**src/rtl/kpd_pkg.sv**
```systemverilog
package kpd_pkg;

  typedef struct packed {
    logic scanEn;       // row dwell counter runs
    logic rowAdvance;   // step to next row
    logic captureCols;  // store current column pattern
    logic dbClear;      // restart debounce count
    logic loadCode;     // confirm make, load key number
    logic breakEvt;     // confirm break
  } kpdStrobes_t;

  typedef enum logic [1:0] {
    ST_SCAN       = 2'd0,
    ST_MAKE_WAIT  = 2'd1,
    ST_HELD       = 2'd2,
    ST_BREAK_WAIT = 2'd3
  } kpdState_t;

endpackage

```
**src/rtl/kpd_datapath.sv**
```systemverilog
module kpd_datapath
  import kpd_pkg::*;
#(
  parameter int ROWS            = 4,
  parameter int COLS            = 3,
  parameter int DEBOUNCE_CYCLES = 16,
  parameter int SYNC_STAGES     = 2
) (
  input  logic                            clk,
  input  logic                            rst,
  input  logic [COLS-1:0]                 colsIn,
  input  kpdStrobes_t                     strobes,
  output logic                            dwellDone,
  output logic                            anyLow,
  output logic                            sameAsCaptured,
  output logic                            dbDone,
  output logic [ROWS-1:0]                 rowsOut,
  output logic [$clog2(ROWS*COLS+1)-1:0]  keyCode,
  output logic                            makePulse,
  output logic                            breakPulse
);

  localparam int ROW_W   = $clog2(ROWS);
  localparam int COL_W   = (COLS > 1) ? $clog2(COLS) : 1;
  localparam int CODE_W  = $clog2(ROWS*COLS+1);
  localparam int DB_W    = $clog2(DEBOUNCE_CYCLES);
  localparam int SETTLE  = SYNC_STAGES + 1;
  localparam int DWELL_W = $clog2(SETTLE + 1);

  // column synchroniser chain
  logic [COLS-1:0] syncChain [SYNC_STAGES];
  logic [COLS-1:0] colSync;

  always_ff @(posedge clk) begin
    if (rst) begin
      for (int s = 0; s < SYNC_STAGES; s++) syncChain[s] <= '1;
    end else begin
      syncChain[0] <= colsIn;
      for (int s = 1; s < SYNC_STAGES; s++) syncChain[s] <= syncChain[s-1];
    end
  end
  assign colSync = syncChain[SYNC_STAGES-1];

  // row selection
  logic [ROW_W-1:0] rowIdx;
  always_ff @(posedge clk) begin
    if (rst) rowIdx <= '0;
    else if (strobes.rowAdvance)
      rowIdx <= (rowIdx == ROW_W'(ROWS-1)) ? '0 : rowIdx + 1'b1;
  end

  genvar r;
  generate
    for (r = 0; r < ROWS; r++) begin : g_row
      assign rowsOut[r] = (rowIdx != ROW_W'(r));
    end
  endgenerate

  // dwell on each row long enough for the synchroniser to settle
  logic [DWELL_W-1:0] dwellCnt;
  always_ff @(posedge clk) begin
    if (rst || !strobes.scanEn || strobes.rowAdvance) dwellCnt <= '0;
    else dwellCnt <= dwellCnt + 1'b1;
  end
  assign dwellDone = strobes.scanEn && (dwellCnt == DWELL_W'(SETTLE-1));

  // captured column pattern
  logic [COLS-1:0] capturedCols;
  always_ff @(posedge clk) begin
    if (rst) capturedCols <= '1;
    else if (strobes.captureCols) capturedCols <= colSync;
  end
  assign anyLow         = (colSync != '1);
  assign sameAsCaptured = (colSync == capturedCols);

  // debounce counter
  logic [DB_W-1:0] dbCount;
  always_ff @(posedge clk) begin
    if (rst || strobes.dbClear) dbCount <= '0;
    else if (!dbDone) dbCount <= dbCount + 1'b1;
  end
  assign dbDone = (dbCount == DB_W'(DEBOUNCE_CYCLES-1));

  // key number: zero-based col + COLS*row + 1
  logic [COL_W-1:0]  lowCol;
  logic [CODE_W-1:0] codeNext;
  always_comb begin
    lowCol = '0;
    for (int j = COLS-1; j >= 0; j--)
      if (!capturedCols[j]) lowCol = COL_W'(j);
  end
  assign codeNext = CODE_W'(lowCol) + CODE_W'(COLS) * CODE_W'(rowIdx) + CODE_W'(1);

  always_ff @(posedge clk) begin
    if (rst) begin
      keyCode    <= '0;
      makePulse  <= 1'b0;
      breakPulse <= 1'b0;
    end else begin
      if (strobes.loadCode) keyCode <= codeNext;
      makePulse  <= strobes.loadCode;
      breakPulse <= strobes.breakEvt;
    end
  end

  // assertion support: key currently reported as down
  logic heldFlag;
  always_ff @(posedge clk) begin
    if (rst) heldFlag <= 1'b0;
    else if (makePulse) heldFlag <= 1'b1;
    else if (breakPulse) heldFlag <= 1'b0;
  end

  assert_row_step_R2: assert property (@(posedge clk) disable iff (rst)
    (rowIdx != $past(rowIdx)) |->
      (rowIdx == (($past(rowIdx) == ROW_W'(ROWS-1)) ? '0 : $past(rowIdx) + 1'b1)));

  assert_one_row_low_R2: assert property (@(posedge clk) disable iff (rst)
    $countones(~rowsOut) == 1);

  assert_code_range_R3: assert property (@(posedge clk) disable iff (rst)
    makePulse |-> (keyCode >= CODE_W'(1) && keyCode <= CODE_W'(ROWS*COLS)));

  assert_make_single_R5: assert property (@(posedge clk) disable iff (rst)
    makePulse |=> !makePulse);

  assert_one_make_per_hold_R6: assert property (@(posedge clk) disable iff (rst)
    makePulse |-> !heldFlag);

  assert_break_after_make_R7: assert property (@(posedge clk) disable iff (rst)
    breakPulse |-> (heldFlag && !makePulse));

  assert_code_kept_R7: assert property (@(posedge clk) disable iff (rst)
    breakPulse |-> $stable(keyCode));

endmodule

```
**src/rtl/kpd_control.sv**
```systemverilog
module kpd_control
  import kpd_pkg::*;
(
  input  logic        clk,
  input  logic        rst,
  input  logic        dwellDone,
  input  logic        anyLow,
  input  logic        sameAsCaptured,
  input  logic        dbDone,
  output kpdStrobes_t strobes
);

  kpdState_t state, stateNext;

  always_ff @(posedge clk) begin
    if (rst) state <= ST_SCAN;
    else state <= stateNext;
  end

  always_comb begin
    stateNext = state;
    strobes   = '0;
    unique case (state)
      ST_SCAN: begin
        strobes.scanEn = 1'b1;
        if (dwellDone) begin
          if (anyLow) begin
            strobes.captureCols = 1'b1;
            strobes.dbClear     = 1'b1;
            stateNext           = ST_MAKE_WAIT;
          end else begin
            strobes.rowAdvance = 1'b1;
          end
        end
      end
      ST_MAKE_WAIT: begin
        if (!anyLow) begin
          strobes.rowAdvance = 1'b1;
          stateNext          = ST_SCAN;
        end else if (!sameAsCaptured) begin
          strobes.captureCols = 1'b1;
          strobes.dbClear     = 1'b1;
        end else if (dbDone) begin
          strobes.loadCode = 1'b1;
          stateNext        = ST_HELD;
        end
      end
      ST_HELD: begin
        if (!anyLow) begin
          strobes.dbClear = 1'b1;
          stateNext       = ST_BREAK_WAIT;
        end
      end
      ST_BREAK_WAIT: begin
        if (anyLow) begin
          stateNext = ST_HELD;
        end else if (dbDone) begin
          strobes.breakEvt   = 1'b1;
          strobes.rowAdvance = 1'b1;
          stateNext          = ST_SCAN;
        end
      end
      default: stateNext = ST_SCAN;
    endcase
  end

  assert_parked_when_held_R6: assert property (@(posedge clk) disable iff (rst)
    (state == ST_HELD) |-> !strobes.rowAdvance);

  assert_make_needs_debounce_R4: assert property (@(posedge clk) disable iff (rst)
    strobes.loadCode |-> (state == ST_MAKE_WAIT && $past(anyLow) && $past(state) == ST_MAKE_WAIT));

endmodule

```
**src/rtl/keypad_scanner.sv**
```systemverilog
module keypad_scanner
  import kpd_pkg::*;
#(
  parameter int ROWS            = 4,
  parameter int COLS            = 3,
  parameter int DEBOUNCE_CYCLES = 16
) (
  input  logic                           clk,
  input  logic                           rst,
  input  logic [COLS-1:0]                colsIn,
  output logic [ROWS-1:0]                rowsOut,
  output logic [$clog2(ROWS*COLS+1)-1:0] keyCode,
  output logic                           makePulse,
  output logic                           breakPulse
);

  kpdStrobes_t strobes;
  logic dwellDone, anyLow, sameAsCaptured, dbDone;

  kpd_control u_control (
    .clk            (clk),
    .rst            (rst),
    .dwellDone      (dwellDone),
    .anyLow         (anyLow),
    .sameAsCaptured (sameAsCaptured),
    .dbDone         (dbDone),
    .strobes        (strobes)
  );

  kpd_datapath #(
    .ROWS            (ROWS),
    .COLS            (COLS),
    .DEBOUNCE_CYCLES (DEBOUNCE_CYCLES),
    .SYNC_STAGES     (2)
  ) u_datapath (
    .clk            (clk),
    .rst            (rst),
    .colsIn         (colsIn),
    .strobes        (strobes),
    .dwellDone      (dwellDone),
    .anyLow         (anyLow),
    .sameAsCaptured (sameAsCaptured),
    .dbDone         (dbDone),
    .rowsOut        (rowsOut),
    .keyCode        (keyCode),
    .makePulse      (makePulse),
    .breakPulse     (breakPulse)
  );

endmodule

```
**config.mk**
```make
export PLATFORM = sky130hd
export DESIGN_NAME = keypad_scanner
export DESIGN_NICKNAME = d
export VERILOG_FILES = /design/src/rtl/kpd_pkg.sv /design/src/rtl/kpd_datapath.sv /design/src/rtl/kpd_control.sv /design/src/rtl/keypad_scanner.sv
export SDC_FILE = /design/constraint.sdc
export NUM_CORES = 1
export LEC_CHECK = 0
export BUFFER_PORTS_ARGS = -buffer_cell sky130_fd_sc_hd__buf_2
export CORE_ASPECT_RATIO = 0.9
export CORE_MARGIN = 3
export CORE_UTILIZATION = 30
export DETAILED_ROUTE_END_ITERATION = 7
export PLACE_DENSITY = 0.47
export SLEW_MARGIN = 20
export SYNTH_ARGS = -nofsm -noshare
export SYNTH_HDL_FRONTEND = slang
export SYNTH_HIERARCHICAL = 1
export SYNTH_SLANG_ARGS = --single-unit
```
**constraint.sdc**
```tcl
create_clock -name clk -period 1.8 [get_ports clk]
set_clock_uncertainty 0.2 [all_clocks]
set_input_delay 0.36 -clock clk [delete_from_list [all_inputs] [get_ports clk]]
set_output_delay 0.36 -clock clk [all_outputs]
set_load 0.005 [all_outputs]
```
==> out/results.ini, run 1 <==
[layout]
seq_area_sq_um=505
multi_input_area_sq_um=664
diodes=0
drive_gt1_share_pct=35.7
final_cell_count_no_fill=200
areaGrowthSynthToFinish_pct=25.1
nNetsFinal=171
fillCellCount=400

[critical_path]
r2r_slack_ns=-0.14
endpoint=u_datapath/keyCode[2]
crit_type=register to register
worst_ep_required_time_ns=1.76
r2r_end=u_datapath/keyCode[2]
startpoint_type=register
arrival_ns=1.91
critPathMaxFanout=2
r2r-start=u_datapath/capturedCols[1]
worstSetupEndpointType=register
critPathLaunch=u_datapath/capturedCols[1]
reg2reg_depth=8

[grt]
antenna_found_initial=0
grt_max_degree=25
grt_remaining_overflow=0
grt_pass1_wl_mm=3.85
grt_pass1_vias=894
grt_usage_pct=10.3

[detailed_routing]
dr.pass1.iters=2
finalWirelength_mm=2.25
avgRoutedWirePerCell_microns=11.2
drt_iter0_drc=12
ant_nets=0
vias=896
viasPerCell=4.48
drc_errors=0

[clock_network]
clockRootBuffer=clkbuf_8
htreeDepth=1
cts_buffers=3
clock_latency_ns=0.28
clkTransAtPathRegs_ns=0.10
clock_path_buffers=2
holdBufCountCts=0
cts_tree=built
cts.sinks=25

[sta]
slew_viol_final=0
tightest_slew_ns=0.474
period_share_pct=108
setup_viol=5
period_minus_slack_ns=1.94
finalHoldWorstSlack_ns=0.0557
finalHoldViolCount=0
rsz0062_at_grt=yes
slew_headroom_pct=68.4
clock.fmax_mhz=514
setup_slack_ns=-0.144

[pwr]
totalPowerFinal_mw=1.34
power_density_nw_per_um2=890
p_leak_nw=0.661
ir_worst_vdd_uv=616

[synth]
seq_area_frac_synth_pct=41.5
ys_top_cells_by_area=dfxtp_1 (41%), ha_1 (9.3%), nor2_1 (4.7%)
ys_types=35
synth_edf_count=0
ys_top_cells_by_count=dfxtp_1 (25), nor2_1 (15), inv_1 (12)
synth_seq_cells=25
synthArstFlopShare_pct=0
synth-warning-count=6
syn_inst=127
synth_top_area_share_pct=41.5
syn_area_sq_um=1210
synth_top_flop_cell=dfxtp_1
synth_area_leader_cell=dfxtp_1
syn_nets=143
synth_most_common_cell=dfxtp_1
avgSynthCellArea_sq_um=9.50

[flow_run]
max_cap_violations=0

[floorplanning]
pin_count=15
die_height_microns=66.2
core_area_sq_um=3780
num_rows=21
die-area_sq_um=4820
die-width_microns=72.8
initial_utilization_pct=31.9

[placed_design]
dpl.cell_count=194
detailed_place_hpwl_mm=1.57
portBuffers=14
globalplace.congestion=0.820

[hold_path]
hold_depth=2
hp-class=input port to register

[status]
violations=negative setup slack
status=complete, but fails checks

## cell families (layout without fill, tap and decap cells)
logic type,after synthesis,after routing,synth area share (%)
AO/OA/AOI/OAI,17,17,11.0
XOR/XNOR,5,5,3.63
adder cells (fa/ha/maj),11,11,12.7
buffers and inverters,17,44,6.74
flip-flops,25,25,41.5
multiplexers,5,5,4.15
AND/OR/NAND/NOR,47,47,20.3
## report_power, final
group	total, mW	internal (mW)	leakage, nW	switching (mW)
clock network	0.358	0.162	0.0261	0.196
registers	0.630	0.603	0.204	0.0277
logic	0.355	0.179	0.430	0.175
total	1.34	0.944	0.661	0.399
## through the flow
stage                     worst slack, ns  TNS [ns]  util, %  instance area [sq um]
final                              -0.144    -0.471     39.9                   1510
after global routing               -0.241     -1.61     39.9                   1510
after CTS                          -0.157    -0.521     39.2                   1480
after detailed placement           -0.198    -0.992     36.8                   1390
after global placement             -0.187    -0.775     36.8                   1390
after floorplan                    -0.137    -0.388        -                   1210
## registers in the layout (all words and copies together) (netlist names), named ones only
signal and count:
u_datapath/dwellCnt 2, u_datapath/capturedCols 3, u_control/state 1, u_datapath/rowIdx 2, u_datapath/breakPulse 1, u_datapath/makePulse 1
u_datapath/keyCode 4, u_datapath/syncChain 6, u_datapath/dbCount 4
## worst min-delay path by stage
| stage | to | slack, ns | startpoint |
|---|---|---|---|
| after detailed placement | u_datapath/syncChain[0][4] | 0.20 | u_datapath/syncChain[0][1] |
| after global routing | u_datapath/syncChain[0][0] | 0.04 | colsIn[0] |
| after floorplan | u_datapath/syncChain[0][3] | 0.19 | u_datapath/syncChain[0][0] |
| after CTS | u_datapath/syncChain[0][1] | 0.04 | colsIn[1] |
| final | u_datapath/syncChain[0][2] | 0.06 | colsIn[2] |
| after global placement | u_datapath/syncChain[0][4] | 0.19 | u_datapath/syncChain[0][1] |
## worst max-delay path, stage by stage, from the launching register on
cell and delay [ns]:
dfxtp_2 0.33, nand2_2 0.06, nor2_2 0.04, fa_1 0.50, inv_1 0.06, fa_2 0.33, xnor2_1 0.13, mux2i_1 0.13
nor2_1 0.05
## timing repair
item | CTS | global route
setup buffers | 1 | 1
resized for setup | 9 | 6
endpoints found under the setup margin | 11 | 16
pin swaps | 6 | 4
## metal layers
metal	wire length, microns	global-route usage, %	vias to the layer above
met5	0	0	-
met1	1140	12.0	397
li1	-	-	480
met3	100	3.95	2
met4	11	2.76	0
met2	996	17.6	17
## area by class of cell
type                    instances  area share, %
repair buffers                 28           12.4
well taps                      46           3.81
clock buffers                   3           2.74
flip-flops and latches         25           33.5
clock inverters                 1          0.580
multi-input cells              85           44.0
inverters                      12           2.99
## cell usage in the layout, fill, tap and decap left out, types with 2 or more instances in the layout
master,count
dfxtp_1,21
ha_1,8
clkbuf_8,3
a31oi_1,2
mux2i_1,5
inv_1,12
dfxtp_2,4
or2_2,6
o21ai_1,2
a211o_1,3
nor2b_1,5
buf_6,3
nor2_1,14
nand2_1,6
nand3_1,2
buf_2,14
nor3_1,4
buf_4,11
xor2_1,4
Note: power is estimated with default switching activity, not from simulation.
==> inputs of run 2 (changes only) <==
Settings changed: CORE_MARGIN 3 to 5, GPL_TIMING_DRIVEN set to 0.
==> run 2 against run 1 <==
Effect of this change:
- the flow still finishes with violations (negative setup slack)
- largest cell class unchanged
- fmax down 2.8%
- clock-buffer cell count unchanged
- worst setup slack worse by 0.056 ns
- final cell count up 0.50%
- power up 2.2%
- critical path type unchanged
- design area up 4.5%
- worst hold slack about the same
==> out/results.ini, run 2 (synthesis gave the netlist of run 1 again) <==
[layout]
seq_area_sq_um=510  ; +0.99%
final_util_pct=41.4  ; +1.5 points
reg_top3=u_datapath/syncChain (6), u_datapath/dbCount (4), u_datapath/keyCode (4)
areaGrowthSynthToFinish_pct=30.7
final_common_cell=dfxtp_1
largest_register_ffs=6  ; unchanged
final_cell_count_no_fill=201  ; +0.50%
layout_common_cells=dfxtp_1 (19), buf_2 (15), nor2_1 (14), inv_1 (12), ha_1 (8)
multi_input_area_sq_um=711  ; +7.0%
diodes=0  ; unchanged
top_register=u_datapath/syncChain
nNetsFinal=172  ; +0.58%
drive_gt1_share_pct=41.3  ; +5.6 points
fillCellCount=375  ; -6.3%

[detailed_routing]
vias=936  ; +4.5%
drc_errors=0  ; unchanged
finalWirelength_mm=2.45  ; +8.9%
drt_iter0_drc=39  ; +27
viasPerCell=4.66  ; +3.9%
ant_nets=0  ; unchanged
dr.pass1.iters=4  ; +2
avgRoutedWirePerCell_microns=12.2  ; +8.4%

[status]
violations=negative setup slack
status=complete, but fails checks

[critical_path]
r2r_end=u_datapath/keyCode[3]
cpPeakStageDelay_ns=0.44  ; -0.06 ns
cp_cell_sequence=nand2_2 > nor2_2 > fa_1 > ha_1 > a21o_1 > a21oi_2 > a211oi_2
r2r-start=u_datapath/capturedCols[1]
arrival_ns=1.97  ; +0.06 ns
crit_family=adder cells
worst_ep_required_time_ns=1.77  ; about the same
worstSetupEndpointType=register
startpoint_type=register
r2r_slack_ns=-0.20  ; -0.06 ns
reg2reg_depth=7  ; -1
crit_type=register to register
cpMaxStageDelayCell=fa_1
critPathMaxFanout=3  ; +1
cp.buffers_inverters=0  ; -1

[pwr]
clockPowerShare_pct=25.8  ; -0.9 points
power_density_nw_per_um2=871  ; -2.2%
power_frac_comb_pct=26.9  ; +0.5 points
power_switching_mw=0.412  ; +3.3%
p_leak_nw=0.664  ; +0.48%
seqPwrFrac_pct=47.3  ; +0.4 points
p_sw_share_pct=30.0  ; +0.33 points
internal_power_mw=0.961  ; +1.7%
ir_worst_vdd_uv=542  ; -12%

[floorplanning]
pin_count=15  ; unchanged
num_rows=21  ; unchanged
die-area_sq_um=5390  ; +12%
die-width_microns=76.8  ; +5.5%
initial_utilization_pct=31.7  ; -0.22 points
die_height_microns=70.2  ; +6.0%
core_area_sq_um=3810  ; +0.69%

[placed_design]
portBuffers=14  ; unchanged
dpl.cell_count=187  ; -3.6%
detailed_place_hpwl_mm=1.60  ; +2.3%
globalplace.congestion=0.761  ; -7.2%

[flow_run]
max_cap_violations=0  ; unchanged

[clock_network]
clkTransAtPathRegs_ns=0.10  ; about the same
clockRootBuffer=clkbuf_8
cts.sinks=25  ; unchanged
htreeDepth=1  ; unchanged
cts_buffers=3  ; unchanged
clock_latency_ns=0.27  ; about the same
cts_tree=built
clock_path_buffers=2  ; unchanged

[hold_path]
hold_depth=2  ; unchanged
min_delay_worst_endpoint=u_datapath/syncChain[0][1]
hold_start=colsIn[1]
hp-class=input port to register

[sta]
setup_slack_ns=-0.199  ; -0.0556 ns
rsz0062_at_grt=yes
clock.fmax_mhz=500  ; -2.8%
finalHoldViolCount=0  ; unchanged
period_share_pct=111  ; +3.1 points
setup_viol=10  ; +5
slew_viol_final=0  ; unchanged
fin_setup_tns_ns=-0.974  ; -0.503 ns
tightest_slew_ns=0.512  ; +0.0380 ns
slew_headroom_pct=65.9  ; -2.5 points
period_minus_slack_ns=2.00  ; +0.0556 ns

[grt]
grt_use_met2_pct=15.7  ; -1.8 points
grt_pass1_wl_mm=4.15  ; +7.7%
met3_usage_pct=3.34  ; -0.61 points
grt_max_degree=17  ; -32%
grt_pass1_vias=928  ; +3.8%
grt_remaining_overflow=0  ; unchanged
grt.busiest_layer=met2
grt_usage_pct=9.44  ; -0.87 points
antenna_found_initial=0  ; unchanged
gr-usage-met1_pct=11.2  ; -0.80 points

[run 2: worst reg2reg max path, stage by stage, from the launching register on]
cell and delay, ns:
dfxtp_2 0.36, nand2_2 0.06, nor2_2 0.12, fa_1 0.44, ha_1 0.31, a21o_1 0.17, a21oi_2 0.14, a211oi_2 0.08
[run 2: worst max path at each step]
stage	startpoint	endpoint	slack, ns	cells past startpoint
after global routing	u_datapath/capturedCols[0]	u_datapath/keyCode[3]	-0.27	7
after floorplan	u_datapath/capturedCols[0]	u_datapath/keyCode[1]	-0.14	6
final	u_datapath/capturedCols[1]	u_datapath/keyCode[3]	-0.20	7
after global placement	u_datapath/capturedCols[0]	u_datapath/keyCode[3]	-0.22	7
after CTS	u_datapath/capturedCols[0]	u_datapath/keyCode[2]	-0.18	8
after detailed placement	u_datapath/capturedCols[0]	u_datapath/keyCode[1]	-0.27	6
[run 2: per-layer routing]
metal	vias up	part of all wire (%)
met1	439	46
met3	4	3.6
met2	14	49
met5	-	0
li1	479	-
met4	0	1.1
[run 2: area by class of cell]
type | instances | area share [%]
Clock buffer | 3 | 2.62
Clock inverter | 1 | 0.556
Sequential cell | 25 | 32.4
Buffer | 5 | 2.70
Multi-Input combinational cell | 85 | 45.1
Timing Repair Buffer | 24 | 10.2
Tap cell | 46 | 3.65
Inverter | 12 | 2.86
[run 2: stage by stage]
stage | worst slack, ns | hold slack (ns) | cell area (sq um) | total power, mW
2_1_floorplan | -0.137 | 0.189 | 1210 | 0.853
5_1_grt | -0.273 | 0.0486 | 1580 | 1.47
3_5_place_dp | -0.271 | 0.197 | 1340 | 0.924
6_report | -0.199 | 0.0561 | 1580 | 1.37
4_1_cts | -0.180 | 0.0501 | 1480 | 1.35
3_3_place_gp | -0.220 | 0.195 | 1340 | 0.908
[run 2: repair_timing]
action	in CTS	in global routing
resized for setup	12	17
pin swaps	5	10
hold buffers	0	0
setup buffers	6	4
endpoints found under the hold margin	0	0
setup endpoints to repair	13	18
[run 2: power by group through the flow]
stage / combinational (mW) / clock, mW / sequential, mW
3_5_place_dp: 0.271 / 0 / 0.653
4_1_cts: 0.334 / 0.370 / 0.642
6_report: 0.369 / 0.354 / 0.650
2_1_floorplan: 0.208 / 0 / 0.644
5_1_grt: 0.421 / 0.391 / 0.659
3_3_place_gp: 0.257 / 0 / 0.651
==> inputs of run 3 (changes only) <==
Settings changed: CAP_MARGIN set to 20, SYNTH_HIERARCHICAL 1 to unset.
==> run 3 against run 2 <==
Effect of this change:
- the flow still finishes with violations (negative setup slack)
- critical path depth is the same
- non-clock buffer count shrank 9
- fmax is 3.8% lower
- final cell count fell by 1.5%
- core utilization fell by 1.6 points
- clock power shrank 8.2%
- critical path type unchanged
- largest cell class unchanged
- highest routed layer unchanged
==> out/results.ini, run 3 <==
[status]
status=complete, but fails checks
violations=negative setup slack

[sta]
period_share_pct=115  ; +4.4 points
setup_slack_ns=-0.278  ; -0.0785 ns
slew_viol_final=0  ; unchanged
finalHoldWorstSlack_ns=0.0731  ; +0.0170 ns
slew_headroom_pct=64.4  ; -1.4 points
clock.fmax_mhz=481  ; -3.8%
fin_setup_tns_ns=-0.623  ; +0.351 ns
finalHoldViolCount=0  ; unchanged
setup_viol=4  ; -6
period_minus_slack_ns=2.08  ; +0.0785 ns
tightest_slew_ns=0.531  ; +0.0196 ns
rsz0062_at_grt=yes

[synth]
ys_top_cells_by_area=dfxtp_1 (41%), ha_1 (9.2%), nor2_1 (4.9%)
seq_area_frac_synth_pct=41.0  ; -0.47 points
synth_edf_count=0  ; unchanged
syn_nets=146  ; +2.1%
ys_top_cells_by_count=dfxtp_1 (25), nor2_1 (16), inv_1 (11)
synth_top_area_share_pct=41.0  ; -0.47 points
synth_seq_cells=25  ; unchanged
synth_top_flop_cell=dfxtp_1
syn_area_sq_um=1220  ; +1.1%
synth_area_leader_cell=dfxtp_1
ys_types=33  ; -5.7%
syn_inst=130  ; +2.4%
synth_most_common_cell=dfxtp_1
synth-warning-count=0  ; -6
avgSynthCellArea_sq_um=9.38  ; -1.2%
synthArstFlopShare_pct=0  ; unchanged

[pwr]
power_frac_comb_pct=19.3  ; -7.6 points
ir_worst_vdd_uv=452  ; -17%
power_switching_mw=0.323  ; -22%
internal_power_mw=0.855  ; -11%
seqPwrFrac_pct=53.1  ; +5.8 points
clockPowerShare_pct=27.6  ; +1.8 points
power_density_nw_per_um2=742  ; -15%
p_sw_share_pct=27.4  ; -2.6 points
p_leak_nw=0.629  ; -5.2%

[layout]
fin_area_sq_um=1590  ; +0.71%
final_util_pct=39.8  ; -1.6 points
top_register=u_datapath.syncChain
drive_gt1_share_pct=40.0  ; -1.3 points
nNetsFinal=167  ; -2.9%
layout_common_cells=nor2_1 (14), dfxtp_1 (14), buf_2 (14), inv_1 (10), dfxtp_2 (10)
diodes=0  ; unchanged
largest_register_ffs=6  ; unchanged
reg_top3=u_datapath.syncChain (6), u_datapath.dbCount (4), u_datapath.keyCode (4)
areaGrowthSynthToFinish_pct=30.2

[floorplanning]
die-area_sq_um=5440  ; +0.98%
initial_utilization_pct=30.6  ; -1.1 points
die_height_microns=70.5  ; +0.48%
num_rows=22  ; +4.8%
core_area_sq_um=3990  ; +4.8%
die-width_microns=77.2  ; +0.49%
pin_count=15  ; unchanged

[clock_network]
cts_tree=built
cts_buffers=3  ; unchanged
cts.sinks=25  ; unchanged
holdBufCountCts=0  ; unchanged
clock_latency_ns=0.27  ; about the same
htreeDepth=1  ; unchanged
clock_path_buffers=2  ; unchanged
clockRootBuffer=clkbuf_8
clkTransAtPathRegs_ns=0.08  ; -0.02 ns

[detailed_routing]
avgRoutedWirePerCell_microns=11.6  ; -5.0%
dr.pass1.iters=4  ; unchanged
vias=915  ; -2.2%
viasPerCell=4.62  ; -0.76%
drt_iter0_drc=38  ; -2.6%
finalWirelength_mm=2.29  ; -6.4%
ant_nets=0  ; unchanged
drc_errors=0  ; unchanged

[placed_design]
portBuffers=14  ; unchanged
globalplace.congestion=0.772  ; +1.4%
dp_slack_ns=-0.361  ; -0.0902 ns
placed_area_sq_um=1370  ; +2.3%
detailed_place_hpwl_mm=1.76  ; +9.7%

[critical_path]
worstSetupEndpointType=register
crit_type=register to register
arrival_ns=2.02  ; +0.05 ns
startpoint_type=register
cp.buffers_inverters=0  ; unchanged
cpMaxStageDelayCell=fa_1
worst_ep_required_time_ns=1.74  ; -0.03 ns
cp_cell_sequence=nand2_2 > nor2_2 > fa_1 > ha_1 > a21o_1 > a2111oi_4 > nor3_1
crit_family=adder cells
critPathMaxFanout=2  ; -1
cpPeakStageDelay_ns=0.44  ; about the same

[hold_path]
hp-class=input port to register

[grt]
grt_pass1_vias=924  ; -0.43%
grt_max_degree=14  ; -3
grt_usage_pct=9.26  ; -0.18 points
antenna_found_initial=0  ; unchanged
grt_remaining_overflow=0  ; unchanged
grt_pass1_wl_mm=4.22  ; +1.7%

[flow_run]
max_cap_violations=0  ; unchanged

-- run 3: kinds of logic after synthesis --
group,Yosys count,synth area share (%)
buffers and inverters,15,4.72
adders and majority gates,11,12.5
DFF,25,41.0
xor gates and xnor gates,5,3.59
and+or+nand+nor,52,23.8
AOI/OAI and AO/OA,17,10.3
muxes,5,4.10
-- run 3: final cells by class --
class / instances / area [sq um]
fillers: 390 / 2400
flip-flops and latches: 25 / 517
repair buffers: 17 / 105
multi-input cells: 90 / 808
plain buffers: 3 / 11.3
well taps: 48 / 60.1
inverters: 11 / 41.3
clock buffers: 4 / 45.0
-- run 3: path summary, 6_finish.rpt --
check	startpoint	to	slack (ns)	depth (start not counted)
max	u_datapath.capturedCols[1]	u_datapath.keyCode[3]	-0.28	7
min	colsIn[2]	u_datapath.syncChain[0][2]	0.07	2
max reg2reg	u_datapath.capturedCols[1]	u_datapath.keyCode[3]	-0.28	7
min reg2reg	u_datapath.dwellCnt[0]	u_datapath.dwellCnt[0]	0.21	1
-- run 3: worst reg2reg max path: stages (launching register included) --
cell,delay (ns)
dfxtp_2,0.34
nand2_2,0.05
nor2_2,0.09
fa_1,0.44
ha_1,0.29
a21o_1,0.19
a2111oi_4,0.28
nor3_1,0.08
-- run 3: metal layers --
| layer | vias up | track usage (%) | wire length, microns |
|---|---|---|---|
| met5 | - | 0 | 0 |
| met1 | 417 | 11.4 | 1080 |
| met3 | 2 | 3.48 | 105 |
| met4 | 0 | 1.72 | 11 |
| li1 | 485 | - | - |
| met2 | 11 | 15.4 | 1100 |
-- run 3: power groups by stage --
stage | Combinational [mW] | Clock, mW | Sequential, mW
after global routing | 0.268 | 0.362 | 0.632
after detailed placement | 0.179 | 0 | 0.631
after CTS | 0.222 | 0.339 | 0.626
after global placement | 0.171 | 0 | 0.629
after floorplan | 0.135 | 0 | 0.624
final | 0.227 | 0.325 | 0.626
-- run 3: timing repair --
action / in CTS / in global routing
resized for setup: 28 / 8
setup buffers: 3 / 0
setup endpoints to repair: 14 / 12
pin swaps: 10 / 7
-- run 3: through the flow --
stage / instances / power, mW
after floorplan: 130 / 0.758
after global placement: 192 / 0.800
after detailed placement: 192 / 0.810
after CTS: 199 / 1.19
after global routing: 198 / 1.26
final: 198 / 1.18
